===== config.mk =====
export PLATFORM = sky130hd
export DESIGN_NAME = sha_apx_core
export DESIGN_NICKNAME = d
export VERILOG_FILES = /design/src/rtl/sha_apx_pkg.sv /design/src/rtl/sha_apx_segadd.sv /design/src/rtl/sha_apx_round.sv /design/src/rtl/sha_apx_core.sv
export SDC_FILE = /design/constraint.sdc
export NUM_CORES = 2
export LEC_CHECK = 0
export BUFFER_PORTS_ARGS = -buffer_cell sky130_fd_sc_hd__buf_4
export CAP_MARGIN = 30
export CORE_MARGIN = 2
export CORE_UTILIZATION = 45
export DETAILED_ROUTE_END_ITERATION = 6
export PLACE_DENSITY = 0.66
export RECOVER_POWER = 25
export SLEW_MARGIN = 10
export SYNTH_ARGS = -nofsm -noshare
export SYNTH_HDL_FRONTEND = slang
export SYNTH_SLANG_ARGS = --single-unit

===== constraint.sdc =====
create_clock -name clk -period 4.9 [get_ports clk]
set_input_delay 0.49 -clock clk [delete_from_list [all_inputs] [get_ports clk]]
set_output_delay 0.49 -clock clk [all_outputs]
set_load 0.02 [all_outputs]

===== src/rtl/sha_apx_pkg.sv =====
package sha_apx_pkg;

    typedef struct packed {
        logic [31:0] a;
        logic [31:0] b;
        logic [31:0] c;
        logic [31:0] d;
        logic [31:0] e;
        logic [31:0] f;
        logic [31:0] g;
        logic [31:0] h;
    } work_t;

    typedef enum logic [1:0] {
        ST_IDLE = 2'd0,
        ST_RUN  = 2'd1,
        ST_FIN  = 2'd2,
        ST_DONE = 2'd3
    } core_st_t;

    localparam logic [255:0] INIT_CHAIN = {
        32'h6a09e667, 32'hbb67ae85, 32'h3c6ef372, 32'ha54ff53a,
        32'h510e527f, 32'h9b05688c, 32'h1f83d9ab, 32'h5be0cd19
    };

    function automatic logic [31:0] rotr(input logic [31:0] x, input int n);
        return (x >> n) | (x << (32 - n));
    endfunction

    function automatic logic [31:0] big_sig0(input logic [31:0] x);
        return rotr(x, 2) ^ rotr(x, 13) ^ rotr(x, 22);
    endfunction

    function automatic logic [31:0] big_sig1(input logic [31:0] x);
        return rotr(x, 6) ^ rotr(x, 11) ^ rotr(x, 25);
    endfunction

    function automatic logic [31:0] choose(input logic [31:0] x, input logic [31:0] y,
                                           input logic [31:0] z);
        return (x & y) ^ (~x & z);
    endfunction

    function automatic logic [31:0] majority(input logic [31:0] x, input logic [31:0] y,
                                             input logic [31:0] z);
        return (x & y) ^ (x & z) ^ (y & z);
    endfunction

    function automatic logic [31:0] round_const(input logic [5:0] idx);
        logic [31:0] k;
        case (idx)
            6'd0:  k = 32'h428a2f98;  6'd1:  k = 32'h71374491;
            6'd2:  k = 32'hb5c0fbcf;  6'd3:  k = 32'he9b5dba5;
            6'd4:  k = 32'h3956c25b;  6'd5:  k = 32'h59f111f1;
            6'd6:  k = 32'h923f82a4;  6'd7:  k = 32'hab1c5ed5;
            6'd8:  k = 32'hd807aa98;  6'd9:  k = 32'h12835b01;
            6'd10: k = 32'h243185be;  6'd11: k = 32'h550c7dc3;
            6'd12: k = 32'h72be5d74;  6'd13: k = 32'h80deb1fe;
            6'd14: k = 32'h9bdc06a7;  6'd15: k = 32'hc19bf174;
            6'd16: k = 32'he49b69c1;  6'd17: k = 32'hefbe4786;
            6'd18: k = 32'h0fc19dc6;  6'd19: k = 32'h240ca1cc;
            6'd20: k = 32'h2de92c6f;  6'd21: k = 32'h4a7484aa;
            6'd22: k = 32'h5cb0a9dc;  6'd23: k = 32'h76f988da;
            6'd24: k = 32'h983e5152;  6'd25: k = 32'ha831c66d;
            6'd26: k = 32'hb00327c8;  6'd27: k = 32'hbf597fc7;
            6'd28: k = 32'hc6e00bf3;  6'd29: k = 32'hd5a79147;
            6'd30: k = 32'h06ca6351;  6'd31: k = 32'h14292967;
            6'd32: k = 32'h27b70a85;  6'd33: k = 32'h2e1b2138;
            6'd34: k = 32'h4d2c6dfc;  6'd35: k = 32'h53380d13;
            6'd36: k = 32'h650a7354;  6'd37: k = 32'h766a0abb;
            6'd38: k = 32'h81c2c92e;  6'd39: k = 32'h92722c85;
            6'd40: k = 32'ha2bfe8a1;  6'd41: k = 32'ha81a664b;
            6'd42: k = 32'hc24b8b70;  6'd43: k = 32'hc76c51a3;
            6'd44: k = 32'hd192e819;  6'd45: k = 32'hd6990624;
            6'd46: k = 32'hf40e3585;  6'd47: k = 32'h106aa070;
            6'd48: k = 32'h19a4c116;  6'd49: k = 32'h1e376c08;
            6'd50: k = 32'h2748774c;  6'd51: k = 32'h34b0bcb5;
            6'd52: k = 32'h391c0cb3;  6'd53: k = 32'h4ed8aa4a;
            6'd54: k = 32'h5b9cca4f;  6'd55: k = 32'h682e6ff3;
            6'd56: k = 32'h748f82ee;  6'd57: k = 32'h78a5636f;
            6'd58: k = 32'h84c87814;  6'd59: k = 32'h8cc70208;
            6'd60: k = 32'h90befffa;  6'd61: k = 32'ha4506ceb;
            6'd62: k = 32'hbef9a3f7;  default: k = 32'hc67178f2;
        endcase
        return k;
    endfunction

endpackage


===== src/rtl/sha_apx_segadd.sv =====
// Sliced adder: each SEG-bit slice adds on its own; carries never cross slices.
module sha_apx_segadd #(
    parameter int WIDTH = 32,
    parameter int SEG   = 4
) (
    input  logic [WIDTH-1:0] x,
    input  logic [WIDTH-1:0] y,
    output logic [WIDTH-1:0] s
);
    localparam int NSEG = WIDTH / SEG;

    for (genvar i = 0; i < NSEG; i++) begin : g_slice
        assign s[i*SEG +: SEG] = x[i*SEG +: SEG] + y[i*SEG +: SEG];
    end
endmodule


===== src/rtl/sha_apx_round.sv =====
// One compression round, every sum through the sliced adder.
module sha_apx_round
    import sha_apx_pkg::*;
#(
    parameter int SEG_W = 4
) (
    input  work_t       cur,
    input  logic [31:0] kt,
    input  logic [31:0] wt,
    output work_t       nxt
);
    logic [31:0] s1_v, ch_v, s0_v, mj_v;
    logic [31:0] p1, p2, p3, t1, t2, new_a, new_e;

    assign s1_v = big_sig1(cur.e);
    assign ch_v = choose(cur.e, cur.f, cur.g);
    assign s0_v = big_sig0(cur.a);
    assign mj_v = majority(cur.a, cur.b, cur.c);

    sha_apx_segadd #(.WIDTH(32), .SEG(SEG_W)) u_p1 (.x(cur.h), .y(s1_v), .s(p1));
    sha_apx_segadd #(.WIDTH(32), .SEG(SEG_W)) u_p2 (.x(p1),    .y(ch_v), .s(p2));
    sha_apx_segadd #(.WIDTH(32), .SEG(SEG_W)) u_p3 (.x(p2),    .y(kt),   .s(p3));
    sha_apx_segadd #(.WIDTH(32), .SEG(SEG_W)) u_t1 (.x(p3),    .y(wt),   .s(t1));
    sha_apx_segadd #(.WIDTH(32), .SEG(SEG_W)) u_t2 (.x(s0_v),  .y(mj_v), .s(t2));
    sha_apx_segadd #(.WIDTH(32), .SEG(SEG_W)) u_na (.x(t1),    .y(t2),   .s(new_a));
    sha_apx_segadd #(.WIDTH(32), .SEG(SEG_W)) u_ne (.x(cur.d), .y(t1),   .s(new_e));

    always_comb begin
        nxt.a = new_a;
        nxt.b = cur.a;
        nxt.c = cur.b;
        nxt.d = cur.c;
        nxt.e = new_e;
        nxt.f = cur.e;
        nxt.g = cur.f;
        nxt.h = cur.g;
    end
endmodule


===== src/rtl/sha_apx_core.sv =====
module sha_apx_core
    import sha_apx_pkg::*;
#(
    parameter int SEG_W  = 4,
    parameter int ROUNDS = 64
) (
    input  logic         clk,
    input  logic         rst,
    input  logic         start,
    input  logic         use_iv,
    input  logic [255:0] chain_in,
    input  logic [31:0]  word_in,
    output logic         word_req,
    output logic         done,
    output logic [255:0] digest
);
    localparam int RW     = $clog2(ROUNDS);
    localparam int NWORDS = 8;

    core_st_t       st;
    logic [RW-1:0]  rnd;
    work_t          work_q, work_nx;
    logic [255:0]   chain_q, ff_sum, work_vec, load_val;
    logic [255:0]   digest_q;
    logic           accept;
    logic [31:0]    kt;

    assign accept   = start && (st == ST_IDLE || st == ST_DONE);
    assign load_val = use_iv ? INIT_CHAIN : chain_in;
    assign kt       = round_const(6'(rnd));
    assign work_vec = work_q;

    sha_apx_round #(.SEG_W(SEG_W)) u_round (
        .cur (work_q),
        .kt  (kt),
        .wt  (word_in),
        .nxt (work_nx)
    );

    for (genvar i = 0; i < NWORDS; i++) begin : g_ff
        sha_apx_segadd #(.WIDTH(32), .SEG(SEG_W)) u_ff (
            .x (chain_q [255-32*i -: 32]),
            .y (work_vec[255-32*i -: 32]),
            .s (ff_sum  [255-32*i -: 32])
        );
    end

    always_ff @(posedge clk) begin
        if (rst) begin
            st       <= ST_IDLE;
            rnd      <= '0;
            work_q   <= '0;
            chain_q  <= '0;
            digest_q <= '0;
        end else begin
            case (st)
                ST_IDLE, ST_DONE: begin
                    if (accept) begin
                        chain_q <= load_val;
                        work_q  <= load_val;
                        rnd     <= '0;
                        st      <= ST_RUN;
                    end
                end
                ST_RUN: begin
                    work_q <= work_nx;
                    rnd    <= rnd + 1'b1;
                    if (rnd == RW'(ROUNDS - 1)) st <= ST_FIN;
                end
                ST_FIN: begin
                    digest_q <= ff_sum;
                    st       <= ST_DONE;
                end
                default: st <= ST_IDLE;
            endcase
        end
    end

    assign word_req = (st == ST_RUN);
    assign done     = (st == ST_DONE);
    assign digest   = digest_q;
endmodule


Word level (Yosys, flattened, before mapping)
Memory sizes are Yosys's and may differ from the RTL's. A register that Yosys moved wholly into a read port is not among the register bits. Index checks and enable logic that the tools add are counted. Widths: inputs -> output; s select.

$add $sub $neg: 121. Equal/unequal tests: 6. Bitwise operators: 19. Reductions and logical operators: 8. Muxes and demuxes: 10.

Operator list (count): $mux 256 (2); $pmux 256 s2 (1); $add 4x4->4 (120); $xor 32x32->32 (7); $and 32x32->32 (5); $not 32->32 (1); $or 10x32->32 (1); $or 19x32->32 (1); $or 21x32->32 (1); $or 26x32->32 (1); $or 30x32->32 (1); $or 7x32->32 (1); $mux 6 (3); $pmux 6 s2 (1); $add 6x1->6 const B (1); $eq 6x6->1 const B (1); $pmux 2 s3 (1); $reduce_and 2->1 (3); $eq 2x2->1 const B (2); $mux 2 (2); $eq 2x1->1 const B (1); $logic_not 2->1 (1); $ne 2x1->1 const B (1); $ne 2x2->1 const B (1); 4 further kinds (4).

Register bits: 776. Output and inout bits: 258. Logic and storage cells: 177. Memories: 1. Input port bits: 292. ROM bits: 2048.

Memory list: (no name shown) (depth 64, width 32, rd ports 1, clocked after Yosys merged registers in 1, write ports 0, line sha_apx_pkg.sv:50) `case (idx)`.

Logic depth before layout (Yosys ltp)
Depth in word-level cells: 9. Mapped depth: 18.

By module
From an unflattened synthesis, not the netlist that was laid out.

Cell total of the unflattened synthesis: 5629. Area, all modules: 50154.4 um2.

By module, submodules not included: sha_apx_core (instances 1, area each 34242.8 um2, cells each 4165, sequential area each 16175.5 um2); sha_apx_segadd (instances 15, area each 815.8 um2, cells each 76, sequential area each 0.0 um2); sha_apx_round (instances 1, area each 3674.8 um2, cells each 324, sequential area each 0.0 um2).

Worst setup path before layout
No wires, ideal clock.

Path type: in2reg. Start point: input word_in[29]. End point: register work_q[255] in the netlist's numbering. Data required time: 4.768 ns. Cell stages on the path: 17. Arrival: 4.626 ns. Slack: 0.142 ns. Setup time: 0.132 ns. Buffers on the path: 0. Path through: inv_1 -> fa_1 -> fa_1 -> fa_1 -> inv_1 -> ha_1 -> inv_1 -> fa_1 -> fa_1 -> inv_1 -> fa_1 -> xnor2_1 -> xnor2_1 -> xnor2_1 -> xnor2_1 -> a211oi_1 -> nor3_1.

Longest elaborated chain between the ends: 3.

RTL lines: start, declared (line sha_apx_core.sv:12) `input logic [31:0] word_in,`; $add 4x4->4 (2 in a row) (line sha_apx_segadd.sv:13) `assign s[i*SEG +: SEG] = x[i*SEG +: SEG] + y[i*SEG +: SEG];`; $pmux 256 s2 (line sha_apx_core.sv:56) `case (st)`; end signal, assigned (line sha_apx_core.sv:60) `work_q <= load_val;`; end signal, assigned (line sha_apx_core.sv:66) `work_q <= work_nx;`; end, declared (line sha_apx_core.sv:22) `work_t work_q, work_nx;`.

No other way between the ends. A chain may end at the register's enable or synchronous reset.

Final worst setup path
Start point: register work_q[13] in the netlist's numbering. End point: register work_q[239] in the netlist's numbering.

Longest elaborated chain between the ends: 6.

RTL lines (line): $add 4x4->4 (5 in a row) (sha_apx_segadd.sv:13); $pmux 256 s2 (sha_apx_core.sv:56).

No other way between the ends.

==> impl_results.md <==
- Status: finished with violations
- Failing checks: DRC, capacitance limit, slew limit
- Worst EP arrival: between 5 and 6 ns
- Vias: 43.2k
- Share of the synthesized area in the top cell type: 34.3%
- Highest Signal Layer: met5
- Die X: roughly 330 um
- Clk sink count: 808
- Tcrit/Tclk final: between 90% and 100%
- Sum Neg Setup Slack: 0 ns
- Commonest register cell after synthesis: dfxtp_1
- Routed wl met2: 80700 um
- Synth Instances: 5547
- Most used cell, CP: fa_1
- PwrDens: 953 nW/um^2
- Clock-pin transition on the worst setup and hold timing paths: around 0.06 ns
- Initial antenna violation count: 20
- Remaining global-route overflow: 0
- Max frequency: 0.209 GHz
- Total power: 53.1 mW
- Post-synth top area cell: dfxtp_1
- Initial core utilization: 45.5%
- WL/cell: 26.4 um
- CP Class: reg -> reg
- Fillcell total: roughly 9.8k
- Async S/R FF share, synth: 0%
- Detailed router's first-iteration violation count: 5553
- Fin area: 55600 um^2
- CTS tree: done
- Hold WS: 0.0451 ns
- Gr usage total: 35.4%
- HPWL Detailed: between 100000 and 150000 um
- Die H: about 330 um
- Clk buf depth: 3
- # DRC: 1
- Worst EP required: around 5.5 ns
- Metal-1 WL: ~82000 um
- Seq cells post-synth: 808
- Fin. max-slew vios: 30
- Final wirelength: 196000 um
- Post-DRT Antenna Nets: 0
- Share of layout cells above drive strength 1: approximately an eighth
- Fin nets: 6684
- Worst-skew pair later-pin latency: 0.73 ns
- Vias in the first global route: 40.6k
- Fin crit period: roughly 4.8 ns
- Global placer's final weighted congestion: roughly 1.0
- Fin util: between 50% and 60%
- Final-report hold violation count: 0
- Pleak: about 22 nW
- Clock skew: 0.0504 ns
- Worst rel slew slack: -49.4%
- Area growth syn-to-layout: 18.1%
- Ys Warns: 0
- Global-route wire length before repair: roughly 280000 um
- Largest net degree at the start of global routing: 203
- Site Rows: 118
- Synthesized area: 47100 um^2
- HP Class: in -> reg
- Metal3 WL: 21800 um
- Maximum capacitance violations: 1
- Synth cell types: 82
- Cells along the critical path: inv_2, fa_1, fa_1, inv_1, fa_1, ha_2, fa_2, fa_1, inv_1, fa_1, xor2_1, xnor2_1, xnor2_1, xnor2_1, o221ai_1
- Post-synthesis net count: 6276
- Startpoint types: flop
- Synthesized area per cell: 8.50 um^2
- Clock Tree Root: clkbuf_16
- Slew at the pin closest to its max-slew limit: 2.24 ns
- Vias per inst: 5.83
- First-pass iteration count of the detailed router: 7
- I/O pin total: 550
- Area of the die: ~110000 um^2
- Dpl cell area: ~53000 um^2
- Maximum VDD drop: around 860 uV
- Core area: 104000 um^2
- Flop2flop setup slack: 0.13 ns
- Post-synth EDFFs: 0
- CP max stage cell: fa_1
- Register area share after synthesis: 34.3%
- TritonCTS buffer count: 93
- Crit end category: flop
- Port bufs: 549
- Final setup fails: 0
- Slowest stage delay, CP: 0.56 ns
- Main area contributors after synthesis: dfxtp_1 34%, xnor2_1 7.6%, ha_1 7.1%
- H-tree depth: 3
- Worst-path fanout max: 3
-- repair_timing --
action                                  in CTS  in global routing
hold buffers                                 0                  0
pin swaps                                    0                 35
endpoints found under the setup margin       1                  8
gates resized for setup                      1                 36
setup buffers                                0                  3
-- path summary, 6_finish.rpt --
kind | start | depth (start not counted) | endpoint
min | chain_in[26] | 3 | chain_q[26]$_SDFFE_PP0P_
min reg2reg | chain_q[84]$_SDFFE_PP0P_ | 2 | chain_q[84]$_SDFFE_PP0P_
max reg2reg | work_q[13]$_SDFFE_PP0P_ | 15 | work_q[239]$_SDFFE_PP0P_
max | work_q[13]$_SDFFE_PP0P_ | 15 | work_q[239]$_SDFFE_PP0P_
-- Yosys cell counts, types with 4 or more instances --
| library cell | count |
|---|---|
| a21o_1 | 79 |
| maj3_1 | 23 |
| inv_1 | 313 |
| o211ai_1 | 16 |
| o221ai_1 | 6 |
| nand2b_1 | 5 |
| o21a_1 | 6 |
| nand3_1 | 17 |
| o21ai_1 | 8 |
| fa_1 | 168 |
| clkbuf_1 | 385 |
| mux2_2 | 17 |
| o311ai_0 | 6 |
| o22ai_1 | 22 |
| buf_2 | 38 |
| mux2i_1 | 151 |
| inv_2 | 4 |
| nand2_1 | 552 |
| nand3b_1 | 120 |
| or3_1 | 7 |
| dfxtp_1 | 808 |
| nor2_1 | 670 |
| buf_6 | 7 |
| a211oi_1 | 419 |
| and3_1 | 12 |
| ha_1 | 269 |
| nor3b_1 | 116 |
| buf_4 | 6 |
| a221oi_1 | 5 |
| a21oi_1 | 400 |
| o311ai_1 | 5 |
| buf_1 | 29 |
| o31ai_1 | 11 |
| xor2_1 | 31 |
| nor3_1 | 144 |
| o32ai_1 | 8 |
| o21ai_0 | 172 |
| a2111oi_0 | 4 |
| xnor2_1 | 409 |
| a31oi_1 | 7 |
| a311oi_1 | 9 |
-- cell type report --
| cell class | instances | area, um^2 | area share [%] |
|---|---|---|---|
| repair buffers | 778 | 5230 | 9.39 |
| clock inverters | 50 | 659 | 1.18 |
| inverters | 317 | 1190 | 2.14 |
| multi-input cells | 3957 | 28000 | 50.4 |
| well taps | 1380 | 1730 | 3.10 |
| clock buffers | 123 | 2610 | 4.69 |
| flip-flops and latches | 808 | 16200 | 29.1 |
| diodes | 7 | 17.5 | 0.0315 |
-- state kept, by name (all words and copies together) (netlist names) --
| signal | flops |
|---|---|
| chain_q | 256 |
| digest | 256 |
| work_q | 256 |
| kt | 32 |
| rnd | 6 |
| st | 2 |
-- power by group --
part / leakage, nW / switching (mW) / total, mW / internal [mW]
Sequential: 6.63 / 2.46 / 11.1 / 8.64
Clock: 1.61 / 3.14 / 7.46 / 4.32
Combinational: 13.6 / 20.6 / 34.5 / 13.9
Total: 21.8 / 26.2 / 53.1 / 26.9
-- cell families (layout without fill, tap and decap cells) --
kind of cell	Yosys count	in the layout	synth area share, %
AOI/OAI and AO/OA	1220	1220	16.6
and+or+nand+nor	1664	1664	15.8
other	0	7	0
buffers and inverters	782	1268	6.49
adders and majority gates	460	460	14.8
xor gates and xnor gates	442	442	8.25
DFF	808	808	34.3
muxes	171	171	3.74
-- critical path, delay by kind of cell, from the launching register on --
| kind | cells | cell delay (ns) |
|---|---|---|
| xor+xnor | 4 | 0.74 |
| buf+inv | 3 | 0.18 |
| fa+ha+maj | 7 | 3.27 |
| flops | 1 | 0.34 |
| compound gates | 1 | 0.13 |
-- metal layers --
metal	track usage (%)	vias to the layer above
met5	0.577	-
met4	17.7	22
met3	8.86	463
met2	50.9	2465
met1	49.0	20600
li1	-	19700
-- cells in the final DEF (no fill, tap or decap), types with 151 or more instances in the layout --
master / synthesis / routed
dfxtp_1: 808 / 802
nor2_1: 670 / 670
nand2_1: 552 / 551
buf_4: 6 / 496
a211oi_1: 419 / 419
xnor2_1: 409 / 403
a21oi_1: 400 / 400
inv_1: 313 / 308
clkbuf_1: 385 / 269
ha_1: 269 / 261
o21ai_0: 172 / 172
fa_1: 168 / 155
mux2i_1: 151 / 151
-- metrics by stage --
stage / instances / worst slack (ns)
2_1_floorplan: 5547 / 0.142
3_3_place_gp: 7233 / -0.292
3_5_place_dp: 7234 / -0.351
4_1_cts: 7407 / 0.0359
5_1_grt: 7418 / -0.00283
6_report: 7420 / 0.125
(Power assumes the default switching activity.)
